File: src/rtl/nbs_pkg.sv
`timescale 1ns/1ps
package nbs_pkg;
  typedef enum logic [1:0] {
    ST_IDLE = 2'd0,
    ST_PAGE = 2'd1,
    ST_DONE = 2'd2
  } scan_st_t;

  localparam logic [7:0] ERASED_BYTE = 8'hFF;
endpackage

File: src/rtl/bbs_marker_tap.sv
`timescale 1ns/1ps
module bbs_marker_tap #(
  parameter int PAGE_BYTES  = 528,
  parameter int MARK_OFFSET = 517
) (
  input  logic       clk,
  input  logic       rst,
  input  logic       arm,
  input  logic       in_valid,
  input  logic [7:0] in_byte,
  output logic [7:0] mark_q,
  output logic       page_end
);
  localparam int IDX_W = (PAGE_BYTES > 1) ? $clog2(PAGE_BYTES) : 1;
  localparam logic [IDX_W-1:0] LAST_IDX = IDX_W'(PAGE_BYTES - 1);
  localparam logic [IDX_W-1:0] MARK_IDX = IDX_W'(MARK_OFFSET);

  logic [IDX_W-1:0] idx;

  // counts only qualified beats; the marker is latched, everything else dropped
  always_ff @(posedge clk) begin
    if (rst) begin
      idx      <= '0;
      mark_q   <= nbs_pkg::ERASED_BYTE;
      page_end <= 1'b0;
    end else begin
      page_end <= 1'b0;
      if (!arm) begin
        idx <= '0;
      end else if (in_valid) begin
        if (idx == MARK_IDX) mark_q <= in_byte;
        if (idx == LAST_IDX) begin
          idx      <= '0;
          page_end <= 1'b1;
        end else begin
          idx <= idx + 1'b1;
        end
      end
    end
  end

  // a page is longer than one beat, so end pulses never touch
  p_end_single_r10: assert property (@(posedge clk) disable iff (rst)
    page_end |=> !page_end);
  // the counter never runs past the last byte of a page
  p_idx_range_r10: assert property (@(posedge clk) disable iff (rst)
    idx <= LAST_IDX);
endmodule

File: src/rtl/bbs_bad_map.sv
`timescale 1ns/1ps
module bbs_bad_map #(
  parameter int NUM_BLOCKS = 64,
  parameter int BLK_W      = 6
) (
  input  logic             clk,
  input  logic             rst,
  input  logic             wr_en,
  input  logic [BLK_W-1:0] wr_idx,
  input  logic             wr_bad,
  input  logic             rd_en,
  input  logic [BLK_W-1:0] rd_idx,
  output logic             rd_bad
);
  logic mem [NUM_BLOCKS];

  // plain write port, no reset, so a RAM primitive can be inferred
  always_ff @(posedge clk) begin
    if (wr_en) mem[wr_idx] <= wr_bad;
  end

  // registered read port
  always_ff @(posedge clk) begin
    if (rst) rd_bad <= 1'b0;
    else if (rd_en) rd_bad <= mem[rd_idx];
  end

  // without a read enable the output register holds
  p_read_hold_r7: assert property (@(posedge clk) disable iff (rst)
    !rd_en |=> $stable(rd_bad));
endmodule

File: src/rtl/bbs_scan_ctl.sv
`timescale 1ns/1ps
module bbs_scan_ctl
  import nbs_pkg::*;
#(
  parameter int NUM_BLOCKS = 64,
  parameter int BLK_W      = 6,
  parameter int PAGE_SHIFT = 5,
  parameter int CNT_W      = 7
) (
  input  logic                        clk,
  input  logic                        rst,
  input  logic                        start,
  input  logic                        page_end,
  input  logic [7:0]                  mark_byte,
  output logic                        busy,
  output logic                        arm,
  output logic                        rd_req,
  output logic [BLK_W+PAGE_SHIFT-1:0] rd_addr,
  output logic                        wr_en,
  output logic [BLK_W-1:0]            wr_idx,
  output logic                        wr_bad,
  output logic                        done,
  output logic [CNT_W-1:0]            bad_count
);
  localparam logic [BLK_W-1:0] LAST_BLK = BLK_W'(NUM_BLOCKS - 1);

  scan_st_t         st;
  logic [BLK_W-1:0] blk;
  logic             second;
  logic             first_bad;
  logic             mark_bad;
  logic             blk_bad;

  assign mark_bad = (mark_byte != ERASED_BYTE);
  assign blk_bad  = first_bad | mark_bad;
  assign busy     = (st != ST_IDLE);
  assign arm      = (st == ST_PAGE);

  always_ff @(posedge clk) begin
    if (rst) begin
      st        <= ST_IDLE;
      blk       <= '0;
      second    <= 1'b0;
      first_bad <= 1'b0;
      rd_req    <= 1'b0;
      rd_addr   <= '0;
      wr_en     <= 1'b0;
      wr_idx    <= '0;
      wr_bad    <= 1'b0;
      done      <= 1'b0;
      bad_count <= '0;
    end else begin
      rd_req <= 1'b0;
      wr_en  <= 1'b0;
      done   <= 1'b0;
      unique case (st)
        ST_IDLE: begin
          if (start) begin
            blk       <= '0;
            second    <= 1'b0;
            bad_count <= '0;
            rd_req    <= 1'b1;
            rd_addr   <= '0;
            st        <= ST_PAGE;
          end
        end
        ST_PAGE: begin
          if (page_end) begin
            if (!second) begin
              first_bad <= mark_bad;
              second    <= 1'b1;
              rd_req    <= 1'b1;
              rd_addr   <= {blk, PAGE_SHIFT'(1)};
            end else begin
              second    <= 1'b0;
              wr_en     <= 1'b1;
              wr_idx    <= blk;
              wr_bad    <= blk_bad;
              bad_count <= bad_count + CNT_W'(blk_bad);
              if (blk == LAST_BLK) begin
                st <= ST_DONE;
              end else begin
                blk     <= blk + 1'b1;
                rd_req  <= 1'b1;
                rd_addr <= {blk + 1'b1, PAGE_SHIFT'(0)};
              end
            end
          end
        end
        ST_DONE: begin
          done <= 1'b1;
          st   <= ST_IDLE;
        end
        default: st <= ST_IDLE;
      endcase
    end
  end

  // each request lasts one cycle
  p_req_pulse_r3: assert property (@(posedge clk) disable iff (rst)
    rd_req |=> !rd_req);
  // requested page is always page 0 or 1 of a block
  p_req_page_r3: assert property (@(posedge clk) disable iff (rst)
    rd_req |-> (rd_addr[PAGE_SHIFT-1:0] <= PAGE_SHIFT'(1)));
  // no request while a page is still streaming without its end
  p_req_after_end_r3: assert property (@(posedge clk) disable iff (rst)
    (rd_req && busy && $past(busy)) |-> $past(page_end));
  // done is a single-cycle pulse seen with the scanner idle
  p_done_pulse_r6: assert property (@(posedge clk) disable iff (rst)
    done |=> !done);
  p_done_idle_r6: assert property (@(posedge clk) disable iff (rst)
    done |-> !busy);
  // the count cannot exceed the number of blocks
  p_cnt_bound_r6: assert property (@(posedge clk) disable iff (rst)
    bad_count <= CNT_W'(NUM_BLOCKS));
endmodule

File: src/rtl/nand_badblock_scan.sv
`timescale 1ns/1ps
module nand_badblock_scan #(
  parameter int NUM_BLOCKS  = 64,
  parameter int PAGE_BYTES  = 528,
  parameter int MARK_OFFSET = 517,
  parameter int PAGE_SHIFT  = 5,
  parameter int BLK_W       = (NUM_BLOCKS > 1) ? $clog2(NUM_BLOCKS) : 1,
  parameter int CNT_W       = $clog2(NUM_BLOCKS + 1),
  parameter int ADDR_W      = BLK_W + PAGE_SHIFT
) (
  input  logic              clk,
  input  logic              rst,
  input  logic              start,
  output logic              busy,
  output logic              done,
  output logic [CNT_W-1:0]  bad_count,
  output logic              rd_req,
  output logic [ADDR_W-1:0] rd_addr,
  input  logic              rd_valid,
  input  logic [7:0]        rd_byte,
  input  logic              map_rd_en,
  input  logic [BLK_W-1:0]  map_rd_idx,
  output logic              map_rd_bad
);
  logic             arm;
  logic             page_end;
  logic [7:0]       mark_q;
  logic             wr_en;
  logic [BLK_W-1:0] wr_idx;
  logic             wr_bad;
  logic             map_take;

  assign map_take = map_rd_en & ~busy;

  bbs_marker_tap #(
    .PAGE_BYTES (PAGE_BYTES),
    .MARK_OFFSET(MARK_OFFSET)
  ) u_tap (
    .clk     (clk),
    .rst     (rst),
    .arm     (arm),
    .in_valid(rd_valid),
    .in_byte (rd_byte),
    .mark_q  (mark_q),
    .page_end(page_end)
  );

  bbs_scan_ctl #(
    .NUM_BLOCKS(NUM_BLOCKS),
    .BLK_W     (BLK_W),
    .PAGE_SHIFT(PAGE_SHIFT),
    .CNT_W     (CNT_W)
  ) u_ctl (
    .clk      (clk),
    .rst      (rst),
    .start    (start),
    .page_end (page_end),
    .mark_byte(mark_q),
    .busy     (busy),
    .arm      (arm),
    .rd_req   (rd_req),
    .rd_addr  (rd_addr),
    .wr_en    (wr_en),
    .wr_idx   (wr_idx),
    .wr_bad   (wr_bad),
    .done     (done),
    .bad_count(bad_count)
  );

  bbs_bad_map #(
    .NUM_BLOCKS(NUM_BLOCKS),
    .BLK_W     (BLK_W)
  ) u_map (
    .clk   (clk),
    .rst   (rst),
    .wr_en (wr_en),
    .wr_idx(wr_idx),
    .wr_bad(wr_bad),
    .rd_en (map_take),
    .rd_idx(map_rd_idx),
    .rd_bad(map_rd_bad)
  );

  // bitmap output frozen while a scan runs
  p_busy_read_hold_r8: assert property (@(posedge clk) disable iff (rst)
    busy |=> $stable(map_rd_bad));
  // a start during a scan never drops busy
  p_start_ignored_r9: assert property (@(posedge clk) disable iff (rst)
    (busy && start && !done) |=> (busy || done));
  // start from idle raises busy
  p_start_busy_r2: assert property (@(posedge clk) disable iff (rst)
    (!busy && start) |=> busy);
endmodule

File: config.mk
export PLATFORM = sky130hd
export DESIGN_NAME = nand_badblock_scan
export DESIGN_NICKNAME = d
export VERILOG_FILES = /design/src/rtl/nbs_pkg.sv /design/src/rtl/bbs_marker_tap.sv /design/src/rtl/bbs_bad_map.sv /design/src/rtl/bbs_scan_ctl.sv /design/src/rtl/nand_badblock_scan.sv
export SDC_FILE = /design/constraint.sdc
export NUM_CORES = 1
export LEC_CHECK = 0
export BUFFER_PORTS_ARGS = -buffer_cell sky130_fd_sc_hd__buf_2
export CORE_MARGIN = 8
export CORE_UTILIZATION = 60
export CTS_BUF_LIST = sky130_fd_sc_hd__clkbuf_2
export DETAILED_ROUTE_END_ITERATION = 6
export PLACE_DENSITY = 0.8
export SLEW_MARGIN = 25
export SYNTH_ARGS = -nofsm -noshare
export SYNTH_HDL_FRONTEND = slang
export SYNTH_SLANG_ARGS = --single-unit
export TNS_END_PERCENT = 10
File: constraint.sdc
create_clock -name clk -period 2.1 [get_ports clk]
set_input_delay 0.21 -clock clk [delete_from_list [all_inputs] [get_ports clk]]
set_output_delay 0.21 -clock clk [all_outputs]
set_load 0.03 [all_outputs]
Word level (Yosys, flattened, before mapping)
Memories as Yosys holds them, arrays and structs flattened. A register that Yosys moved wholly into a read port is not among the register bits. Index checks and enable logic that the tools add are counted.

Bits in registers: 57. Latch bits: 0. Memory bits (writable): 64. Memory bits (read-only): 0. Word-level logic and storage cells: 85. Memories: 1.

Memories: u_map.mem (words 64, bits a word 1, rd ports 1, clocked after Yosys merged registers in 1, wr ports 1, RTL line bbs_bad_map.sv:15) `logic mem [NUM_BLOCKS];`.

Add/subtract/negate cells: 3. Multiply operators: 0. Div/mod/pow operators: 0. Order comparisons: 0. Equal/unequal tests: 12. Shifts and indexed selects: 0. Multiplexer cells: 34. Bitwise gates (word level): 7. Reduce and logical (&&, ||, !) cells: 14.

Operators with widths (count): $mux W11 (4); $mux W6 (4); $pmux W11 S2 (1); $mux W7 (3); $eq A10 B10 Y1 const B (2); $pmux W7 S2 (1); $mux W1 (12); $pmux W6 S2 (1); $reduce_and A3 Y1 (4); $reduce_and A4 Y1 (3); $add A10 B1 Y10 const B (1); $mux W10 (1); $mux W2 (4); $ne A8 B8 Y1 const B (1); $add A7 B1 Y7 (1); $add A6 B1 Y6 const B (1); $eq A6 B6 Y1 const B (1); $ne A2 B2 Y1 const B (3); $reduce_or A3 Y1 (2); $not A1 Y1 (5); $reduce_and A5 Y1 (1); $ne A2 B1 Y1 const B (2); $pmux W1 S2 (2); $pmux W2 S2 (1); 8 further kinds (9).

Longest topological paths before layout
Depth in word-level cells: 6. Gate-level depth with buffers: 8. Mapped depth without buffers: 7.

Hierarchy
Synthesis repeated with hierarchy kept, for this count alone.

Cells, all modules: 508. Area total of the unflattened synthesis: 5521.5 um2.

By module, submodules not included: bbs_bad_map (times used 1, cells an instance 220, area an instance 3005.4 um2, sequential area each 1941.9 um2); bbs_scan_ctl (times used 1, cells an instance 196, area an instance 1655.3 um2, sequential area each 680.7 um2); bbs_marker_tap (times used 1, cells an instance 91, area an instance 847.1 um2, sequential area each 380.4 um2); nand_badblock_scan (times used 1, cells an instance 1, area an instance 13.8 um2, sequential area each 0.0 um2).

Worst setup path after synthesis
Ideal clock, no wire load.

Path kind: register -> register. Start: register u_tap.idx[5]. End: register u_tap.mark_q[0]. Arrival time: 1641 ps. Slack: 339 ps. Stages on the path, launching flop included: 7. Path buffers: 2. Clock period less this slack: 1761 ps. Cell sequence: dfxtp_1 -> nor4_1 -> nand3b_1 -> or3_1 -> buf_2 -> buf_6 -> a211o_1.

Cells in the longest elaborated chain, start to end: 2.

RTL lines: start, declared (RTL line bbs_marker_tap.sv:18) `logic [IDX_W-1:0] idx;`; start signal, assigned (RTL line bbs_marker_tap.sv:36) `idx <= idx + 1'b1;`; $eq A10 B10 Y1 (RTL line bbs_marker_tap.sv:31) `if (idx == MARK_IDX) mark_q <= in_byte;`; $reduce_and A3 Y1 (no line); end signal, assigned (RTL line bbs_marker_tap.sv:24) `mark_q <= nbs_pkg::ERASED_BYTE;`; end signal, assigned (RTL line bbs_marker_tap.sv:31); end, declared (RTL line bbs_marker_tap.sv:11) `output logic [7:0] mark_q,`.

No other way between the ends. A chain may end at the register's enable or synchronous reset.

Final worst setup path
Start: register u_tap.idx[5]. End: register u_tap.mark_q[2].

The elaborated chain is that of the path after synthesis.

==> flow_summary.yaml <==
status:
  outcome: "finished, final reports clean"
drt:
  via_count: 3902
  avgViaCountPerCell: 5.77
  avgRoutedWirePerCell_um: 16.4
  dr.pass1.iters: 5
  drt-initial-drc-count: 246
  routed_wl_um: 11100
  drc: 0
  drtAntennaViolNets: 0
floorplan:
  fp-row-count: 34
  start_util: 0.613
  pin_count: 41
  fp.dieW_um: 110
  core-area_um2: 8680
  die_h_um: 110
  dieArea_um2: 12100
min_path:
  holdPathStages: 4
  worst_hold_path.endpoint: "u_map.rd_bad"
  worst_hold_path_type: "input pin to flip-flop"
  worstHoldStart: "map_rd_idx[5]"
clock_tree:
  cts_sinks: 118
  h-tree-depth: 4
  cts_buffers: 17
  cts_tree: "done"
  postCtsSetupRepairBufs: 0
  worstSkewPairLatency_ns: 0.63
  clkTransAtPathRegs_ns: 0.19
  root_buffer: "clkbuf_2"
  clockBufferDepth: 2
worst_setup_path:
  regToRegSetupSlack_ns: 0.19
  worstReg2RegEnd: "u_tap.mark_q[2]"
  worstPathCellList: "nor4_1 -> nand3b_1 -> or3_1 -> a211o_1"
  critPathMaxFanout: 16
  critPathArrivalTime_ns: 2.45
  r2r-start: "u_tap.idx[5]"
  critical_path.max_stage_delay_ns: 0.62
  crit_path_end_kind: "flip-flop"
  cpMaxStageDelayCell: "or3_1"
  reg2reg_depth: 4
  criticalPathCategory: "flip-flop to flip-flop"
  crit_required_ns: 2.64
  startpoint_type: "flip-flop"
yosys:
  synthXorXnorAreaFrac: 0.0296
  synth_compound_area_frac: 0.0677
  ys_seq_area_frac: 0.564
  ys_seq_elements: 118
  synth-main-ff-cell: "edfxtp_1"
  syn_area_um2: 5320
  synth_cells: 505
  async_flop_share: 0
  yosysWarnings: 0
  synthSimpleGateAreaFrac: 0.201
  synth_cell_types: 51
  synth_edf_count: 64
  synth_top_family_by_area: "simple AND/OR/NAND/NOR gates"
  synth_mux_area_frac: 0.0865
  synthAdderAreaFrac: 0.0118
  syn_avg_cell_area_um2: 10.5
cells_and_area:
  mostFrequentLayoutCell: "nor2_1"
  fin_cells: 676
  drive_gt1_frac: 0.178
  num-fill-cells: 647
  final_net_count: 579
  multiInputGateArea_um2: 2130
  final_cell_mix: "nor2_1 (114), edfxtp_1 (64), dfxtp_1 (54), nand2_1 (38), buf_2 (36)"
  area_delta_synth_final_pct: 12.0
  seqCellArea_um2: 3000
  diodes: 0
timing:
  fin_setup_tns_ns: 0
  fin_crit_ns: 1.91
  setup_slack_ns: 0.191
  min_period_over_period: 0.909
  worstMarginPinSlew_ns: 0.587
  hold_viol: 0
  max_clock_freq_ghz: 0.524
  setup_viol: 0
  rsz0062_at_grt: "no"
  maxSlewHeadroom: 0.606
  holdWs_ns: 0.105
  drv_slew: 0
  skew_ns: 0.0283
power_and_ir_drop:
  pwr-share-clk: 0.355
  p_switching_mw: 1.03
  ir_worst_vdd_mv: 0.418
  cellPowerDensity_nw_per_um2: 685
  internal-power_mw: 3.06
  power_leakage_nw: 2.12
  swShare: 0.252
  seqPwrFrac: 0.593
  p_comb_frac: 0.053
placement:
  hpwl_um: 7530
  io_buffers: 36
  dp.cells: 630
  pre_cts_ws_ns: 0.170
  gp_congestion: 0.887
global_route:
  grt_pass1_wl_um: 18400
  antenna_found_initial: 1
  first_global_vias: 3767
  grt_max_degree: 52
  grt_use_total: 0.195
  grt-ovfl-total: 0
flow_run:
  cap_violations: 0
## final cells by class
class / instances / share of cell area
flip-flops and latches: 118 / 0.503
inverters: 14 / 0.00881
repair buffers: 59 / 0.0671
clock inverters: 15 / 0.0260
clock buffers: 17 / 0.0143
well taps: 108 / 0.0227
multi-input cells: 345 / 0.358
## logic make-up (layout without fill, tap and decap cells)
group | count (synthesis) | in the layout
other | 1 | 4
buffers and inverters | 45 | 105
AOI/OAI and AO/OA | 53 | 53
adders and majority gates | 5 | 5
DFF | 118 | 118
xor gates and xnor gates | 18 | 18
and+or+nand+nor | 235 | 235
muxes | 30 | 30
## power groups by stage
stage | logic (mW) | clock network, mW | registers, mW
floorplan | 0.139 | 0 | 2.47
global placement | 0.189 | 0 | 2.47
detailed placement | 0.192 | 0 | 2.47
CTS | 0.213 | 1.48 | 2.42
global route | 0.236 | 1.59 | 2.42
finish | 0.215 | 1.45 | 2.42
## state kept, by name, indices dropped and copies added, names as in the netlist
| signal | count |
|---|---|
| u_map.mem | 64 |
| u_ctl.done | 1 |
| u_ctl.rd_req | 1 |
| u_tap.mark_q | 8 |
| u_ctl.bad_count | 7 |
| u_tap.idx | 10 |
| u_ctl.wr_bad | 1 |
| u_ctl.st | 2 |
| u_ctl.wr_idx | 6 |
| u_tap.page_end | 1 |
| u_map.rd_bad | 1 |
| u_ctl.second | 1 |
| u_ctl.first_bad | 1 |
| u_ctl.rd_addr | 7 |
| u_ctl.blk | 6 |
| u_ctl.wr_en | 1 |
## worst max path at each step
stage	start	cells after the start	end	slack, ns
2_1_floorplan	u_tap.idx[5]	6	u_tap.mark_q[0]	0.34
6_report	u_tap.idx[5]	4	u_tap.mark_q[2]	0.19
5_1_grt	u_ctl.st[1]	3	busy	0.04
3_3_place_gp	map_rd_idx[0]	6	u_map.rd_bad	0.21
4_1_cts	u_tap.idx[5]	4	u_tap.mark_q[3]	0.18
3_5_place_dp	map_rd_idx[0]	6	u_map.rd_bad	0.17
## layer usage
| metal | wire (um) | vias up | global-route usage |
|---|---|---|---|
| met2 | 5500 | 115 | 0.316 |
| met3 | 697 | 18 | 0.0622 |
| met4 | 129 | 2 | 0.0599 |
| met1 | 4750 | 1884 | 0.245 |
| met5 | 13 | - | 0 |
| li1 | - | 1883 | - |
## synthesized netlist by cell type, types with 8 or more instances
library cell	number	area share
mux2_2	8	0.017
a211o_1	8	0.013
xor2_1	13	0.021
nand2_1	38	0.027
dfxtp_1	54	0.20
mux2i_1	10	0.019
mux4_2	12	0.051
inv_1	14	0.0099
nor2_1	114	0.080
a21oi_1	13	0.012
nor2b_1	9	0.011
edfxtp_1	64	0.36
nand3_1	16	0.015
nand4_1	12	0.014
clkbuf_1	19	0.013
nor3_1	12	0.011
## critical path, delay by kind of cell, from the launching register on
kind / cells / cell delay [ns]
AO/OA/AOI/OAI: 1 / 0.37
flip-flops: 1 / 0.39
AND/OR/NAND/NOR: 3 / 1.05
## per-stage QoR
stage	instance area, um2	total power [mW]	utilization
final	5960	4.09	0.687
after global routing	5960	4.25	0.687
after CTS	5960	4.11	0.687
after detailed placement	5580	2.66	0.643
after global placement	5580	2.66	0.643
after floorplan	5340	2.61	-
## repair_timing
item / 4_1_cts / 5_1_grt
hold buffers: 14 / 0
setup endpoints to repair: 0 / 3
hold endpoints to repair: 32 / 0
gates resized for setup: 0 / 1
Power figures use the tool's default switching activity.
